`config.mk`:
```
export PLATFORM = sky130hd
export DESIGN_NAME = mlc_ramp_sense
export DESIGN_NICKNAME = d
export VERILOG_FILES = /design/src/rtl/mlc_sense_pkg.sv /design/src/rtl/mlc_trig_sync.sv /design/src/rtl/mlc_therm_check.sv /design/src/rtl/mlc_level_decode.sv /design/src/rtl/mlc_ramp_sense.sv
export SDC_FILE = /design/constraint.sdc
export NUM_CORES = 1
export LEC_CHECK = 0
export ABC_AREA = 1
export CORE_ASPECT_RATIO = 1.1
export CORE_UTILIZATION = 47
export DETAILED_ROUTE_END_ITERATION = 16
export PLACE_DENSITY_LB_ADDON = 0.15
export SETUP_SLACK_MARGIN = 0.05
export SYNTH_ARGS = -nofsm -noshare
export SYNTH_HDL_FRONTEND = slang
export SYNTH_HIERARCHICAL = 1
export SYNTH_SLANG_ARGS = --single-unit
```
`constraint.sdc`:
```
create_clock -name clk -period 1.65 [get_ports clk]
set_input_delay 0.33 -clock clk [delete_from_list [all_inputs] [get_ports clk]]
set_output_delay 0.33 -clock clk [all_outputs]
set_load 0.01 [all_outputs]
```
`src/rtl/mlc_sense_pkg.sv`:
```
package mlc_sense_pkg;
    typedef enum logic {
        ST_IDLE  = 1'b0,
        ST_SENSE = 1'b1
    } sense_state_e;
endpackage

```
`src/rtl/mlc_trig_sync.sv`:
```
// Multi-stage synchronizer with rising-edge detection for a trigger vector.
module mlc_trig_sync #(
    parameter int WIDTH  = 4,
    parameter int STAGES = 2
) (
    input  logic             clk,
    input  logic             rst_n,
    input  logic [WIDTH-1:0] trig_i,
    output logic [WIDTH-1:0] rise_o
);
    // pipe_q[0..STAGES-1] synchronize, pipe_q[STAGES] keeps the previous level
    logic [STAGES:0][WIDTH-1:0] pipe_d, pipe_q;

    always_comb begin
        pipe_d = {pipe_q[STAGES-1:0], trig_i};
    end

    always_ff @(posedge clk or negedge rst_n) begin
        if (!rst_n) pipe_q <= '0;
        else        pipe_q <= pipe_d;
    end

    assign rise_o = pipe_q[STAGES-1] & ~pipe_q[STAGES];
endmodule

```
`src/rtl/mlc_therm_check.sv`:
```
// Reports whether a code is a legal thermometer (ones filled from bit 0).
module mlc_therm_check #(
    parameter int NUM_REF = 3
) (
    input  logic [NUM_REF-1:0] code_i,
    output logic               ordered_o
);
    logic [NUM_REF-1:0] bumped;

    always_comb begin
        bumped    = code_i + 1'b1;
        ordered_o = ((code_i & bumped) == '0);
    end
endmodule

```
`src/rtl/mlc_level_decode.sv`:
```
// Value = number of references still untripped in the captured code.
module mlc_level_decode #(
    parameter int NUM_REF = 3,
    localparam int VAL_W  = $clog2(NUM_REF + 1)
) (
    input  logic [NUM_REF-1:0] code_i,
    output logic [VAL_W-1:0]   value_o
);
    logic [VAL_W-1:0] ones;

    always_comb begin
        ones = '0;
        for (int i = 0; i < NUM_REF; i++) begin
            ones = ones + VAL_W'(code_i[i]);
        end
        value_o = VAL_W'(NUM_REF) - ones;
    end
endmodule

```
`src/rtl/mlc_ramp_sense.sv`:
```
module mlc_ramp_sense
    import mlc_sense_pkg::*;
#(
    parameter int NUM_REF     = 3,
    parameter int SYNC_STAGES = 2,
    localparam int VAL_W      = $clog2(NUM_REF + 1)
) (
    input  logic               clk,
    input  logic               rst_n,
    input  logic               start_i,
    input  logic [NUM_REF-1:0] ref_trig_i,
    input  logic               cell_trig_i,
    output logic               ramp_run_o,
    output logic               ramp_rst_o,
    output logic               valid_o,
    output logic [VAL_W-1:0]   data_o,
    output logic               err_o
);
    typedef struct packed {
        sense_state_e        state;
        logic [NUM_REF-1:0]  code;
        logic                cell_hit;
        logic [NUM_REF-1:0]  cap;
        logic [VAL_W-1:0]    data;
        logic                err;
        logic                valid;
        logic                ramp_rst;
    } regs_t;

    regs_t r_d, r_q;

    logic [NUM_REF:0]   rise;
    logic [NUM_REF-1:0] ref_rise;
    logic               cell_rise;
    logic               cell_now;
    logic [NUM_REF-1:0] new_code;
    logic [NUM_REF-1:0] sel_code;
    logic               ordered;
    logic [VAL_W-1:0]   level;

    mlc_trig_sync #(
        .WIDTH  (NUM_REF + 1),
        .STAGES (SYNC_STAGES)
    ) u_sync (
        .clk    (clk),
        .rst_n  (rst_n),
        .trig_i ({cell_trig_i, ref_trig_i}),
        .rise_o (rise)
    );

    always_comb begin
        ref_rise  = rise[NUM_REF-1:0];
        cell_rise = rise[NUM_REF];
        cell_now  = cell_rise & ~r_q.cell_hit;
        new_code  = r_q.code | ref_rise;
        // a cell trip in the same cycle as references sees the code before them
        if (cell_now)          sel_code = r_q.code;
        else if (r_q.cell_hit) sel_code = r_q.cap;
        else                   sel_code = new_code;
    end

    mlc_therm_check #(.NUM_REF(NUM_REF)) u_check (
        .code_i    (new_code),
        .ordered_o (ordered)
    );

    mlc_level_decode #(.NUM_REF(NUM_REF)) u_decode (
        .code_i  (sel_code),
        .value_o (level)
    );

    always_comb begin
        r_d          = r_q;
        r_d.valid    = 1'b0;
        r_d.ramp_rst = 1'b0;
        unique case (r_q.state)
            ST_IDLE: begin
                if (start_i) begin
                    r_d.state    = ST_SENSE;
                    r_d.code     = '0;
                    r_d.cap      = '0;
                    r_d.cell_hit = 1'b0;
                    r_d.err      = 1'b0;
                end
            end
            ST_SENSE: begin
                r_d.code = new_code;
                if (cell_now) begin
                    r_d.cell_hit = 1'b1;
                    r_d.cap      = r_q.code;
                end
                if (!ordered) begin
                    r_d.state    = ST_IDLE;
                    r_d.err      = 1'b1;
                    r_d.data     = '0;
                    r_d.valid    = 1'b1;
                    r_d.ramp_rst = 1'b1;
                end else if (new_code[NUM_REF-1]) begin
                    r_d.state    = ST_IDLE;
                    r_d.data     = level;
                    r_d.valid    = 1'b1;
                    r_d.ramp_rst = 1'b1;
                end
            end
            default: r_d.state = ST_IDLE;
        endcase
    end

    always_ff @(posedge clk or negedge rst_n) begin
        if (!rst_n) r_q <= '0;
        else        r_q <= r_d;
    end

    assign ramp_run_o = (r_q.state == ST_SENSE);
    assign ramp_rst_o = r_q.ramp_rst;
    assign valid_o    = r_q.valid;
    assign data_o     = r_q.data;
    assign err_o      = r_q.err;
endmodule

```
==> metrics.cfg <==
[run_status]
status = finished, violations left
failed_checks = negative setup slack

[grt]
grt_max_degree = 25
first_global_vias = 650
antenna_found_initial = 0
grt-ovfl-total = 0
grt_usage_pct = 15.8
grt_pass1_wl_um = 2600

[critical_path]
path_depth = 11
critPathMaxStageDelay_ns = 0.53
r2r_cells = 11
crit_arrival_ns = 1.86
startpoint = u_sync/pipe_d[9]$_DFF_PN0_
cpLargestDelayFamily = adder cells
slowest_stage = fa_1
cpMostUsedCell = nand2_1
critPathLaunchType = flip-flop
r2r_end = data_o[0]$_DFFE_PN0P_
regToRegSetupSlack_ns = -0.02
path_max_fanout = 2
crit_chain = inv_1 > nor2_2 > or2_1 > nand2_1 > nand2_2 > fa_1 > inv_1 > nand2_1 > inv_1 > nand2_1 > nand2_1
crit_required_ns = 1.85
r2r-start = u_sync/pipe_d[9]$_DFF_PN0_
path_buf_inv = 3
end_kind = flip-flop
critical_path_class = flip-flop to flip-flop
crit_path_end = data_o[0]$_DFFE_PN0P_

[timing]
clock-skew-final_ns = 0.00235
rsz0062_at_grt = true
fin_ws_ns = -0.0151
fmax_mhz = 601
hold_viol_final = 0
maxSlewHeadroom_pct = 80.7
fin_crit_sh_pct = 101
fin_crit_ns = 1.67
setup_viol_count_final = 1
whs_ns = 0.361
tns_ns = -0.0151
worstMarginPinSlew_ns = 0.290
drv_slew = 0

[synthesis]
ys_warn_count = 6
yosysSeqAreaShare_pct = 59.6
synth.avg_cell_area_um2 = 9.97
synthAdderAreaFrac_pct = 1.99
ys_ff_latch = 24
syn_inst = 101
syn_nets = 109
synthXorXnorAreaFrac_pct = 0
synthDistinctLibCells = 20
syn_area_um2 = 1010
synth_mux_area_share_pct = 0
synthSimpleGateAreaFrac_pct = 22.2
synth_top_family_by_area = simple AND/OR/NAND/NOR gates
synth_compound_area_share_pct = 5.84

[die]
fp-row-count = 17
die_w_um = 46.1
core_area_um2 = 2020
io-pin-count = 13
die_h_um = 50.6
initial_core_util_pct = 49.8
die-area_um2 = 2330

[clocking]
cts_root_buffer = clkbuf_4
htreeDepth = 1
cts_tree = done
insertion_delay_ns = 0.29
clock_path_buffers = 2
clock_sinks = 24
clk_pin_slew_worst_paths_ns = 0.11
numCtsBuffers = 3
cts_hold_buf = 0

[power]
powerDensity_nw_per_um2 = 1540
leakagePower_nw = 0.629
peakVddDrop_mv = 1.19
power.total_mw = 1.91

[place]
placedCellCount = 143
dp_slack_ns = -0.0158
portBuffers = 12
gp_congestion = 0.871
dp_hpwl_um = 1120

[route]
via_per_inst = 4.50
first_iter_violations = 3
totalWireLength_um = 1480
num_vias = 671
drc = 0
wl_per_cell_um = 9.94
antenna_left = 0
drtPass1Iterations = 4

[finish]
antenna_cells = 0
num-nets-final = 131
final_cells = 149
area.growth.synth_to_final_pct = 23.0
layout-drive-gt1-share_pct = 29.8

[worst_hold_path]
hp-class = flip-flop to flip-flop
hold_start = u_sync/pipe_d[5]$_DFF_PN0_

[job]
drv_cap = 0

-- repair_timing --
item	4_1_cts	5_1_grt
pin swaps	1	3
buffers inserted	2	1
gates resized for setup	3	3
endpoints found under the setup margin	1	2
-- area by class of cell --
| type | count | area (um2) |
|---|---|---|
| Multi-Input combinational cell | 55 | 323 |
| Tap cell | 28 | 35.0 |
| Sequential cell | 24 | 601 |
| Timing Repair Buffer | 21 | 188 |
| Clock buffer | 3 | 22.5 |
| Inverter | 18 | 70.1 |
| Fill cell | 180 | 782 |
-- state kept, by name (all words and copies together) (netlist names) --
register	flops
u_sync/pipe_d	8
r_q	7
u_sync/pipe_q	4
data_o	2
err_o	1
ramp_rst_o	1
ramp_run_o	1
-- stage by stage --
step / util, % / cell area [um2]
2_1_floorplan: - / 1010
3_3_place_gp: 58.1 / 1170
3_5_place_dp: 58.1 / 1170
4_1_cts: 60.4 / 1220
5_1_grt: 61.3 / 1240
6_report: 61.3 / 1240
-- synth_stat cells, drive strengths merged --
| cell | count | share of area (%) |
|---|---|---|
| nand3 | 11 | 6.0 |
| fa | 1 | 2.0 |
| or2 | 1 | 0.62 |
| dfrtp | 24 | 60 |
| nand2 | 24 | 10 |
| a21boi | 1 | 1.1 |
| nor2 | 10 | 5.5 |
| buf | 4 | 3.4 |
| a31oi | 1 | 0.62 |
| inv | 18 | 7.0 |
| o21ai | 5 | 3.6 |
| a21oi | 1 | 0.50 |
-- kinds of logic (layout without fill, tap and decap cells) --
group           Yosys count  after routing
compound gates            8              8
fa+ha+maj                 1              1
buf+inv                  22             42
flops                    24             24
simple gates             46             46
-- worst reg2reg max path, stage by stage (launching register included) --
cell and delay, ns:
dfrtp_1 0.39, inv_1 0.06, nor2_2 0.03, or2_1 0.21, nand2_1 0.07, nand2_2 0.05, fa_1 0.53, inv_1 0.04
nand2_1 0.05, inv_1 0.03, nand2_1 0.05, nand2_1 0.04
-- report_power, final --
| group | leakage [nW] | switching (mW) | internal, mW |
|---|---|---|---|
| sequential | 0.295 | 0.0989 | 0.730 |
| clock | 0.0138 | 0.149 | 0.0849 |
| combinational | 0.320 | 0.460 | 0.388 |
| total | 0.629 | 0.707 | 1.20 |
-- how the worst min path moves through the flow --
stage | endpoint | slack [ns] | cells after the start
after floorplan | data_o[0]$_DFFE_PN0P_ | 0.03 | 0
after global placement | u_sync/pipe_d[8]$_DFF_PN0_ | 0.33 | 0
after detailed placement | u_sync/pipe_d[10]$_DFF_PN0_ | 0.34 | 0
after CTS | r_q[8]$_DFFE_PN0P_ | 0.37 | 2
after global routing | u_sync/pipe_d[9]$_DFF_PN0_ | 0.37 | 0
final | u_sync/pipe_d[9]$_DFF_PN0_ | 0.36 | 0
-- cell usage in the layout (no fill, tap or decap), drive strengths merged, types with 3 or more instances in the layout --
| master | count |
|---|---|
| inv | 18 |
| clkdlybuf4s50 | 12 |
| buf | 9 |
| clkbuf | 3 |
| nor2 | 10 |
| nand2 | 24 |
| nand3 | 11 |
| dfrtp | 24 |
| o21ai | 5 |
-- per-layer routing --
| layer | global-route usage [%] | wire length [um] | vias up |
|---|---|---|---|
| met5 | 0 | 0 | - |
| met4 | 8.33 | 25 | 0 |
| met3 | 2.52 | 33 | 4 |
| met2 | 24.4 | 697 | 10 |
| met1 | 21.0 | 725 | 311 |
| li1 | - | - | 346 |
(Power assumes the default switching activity.)
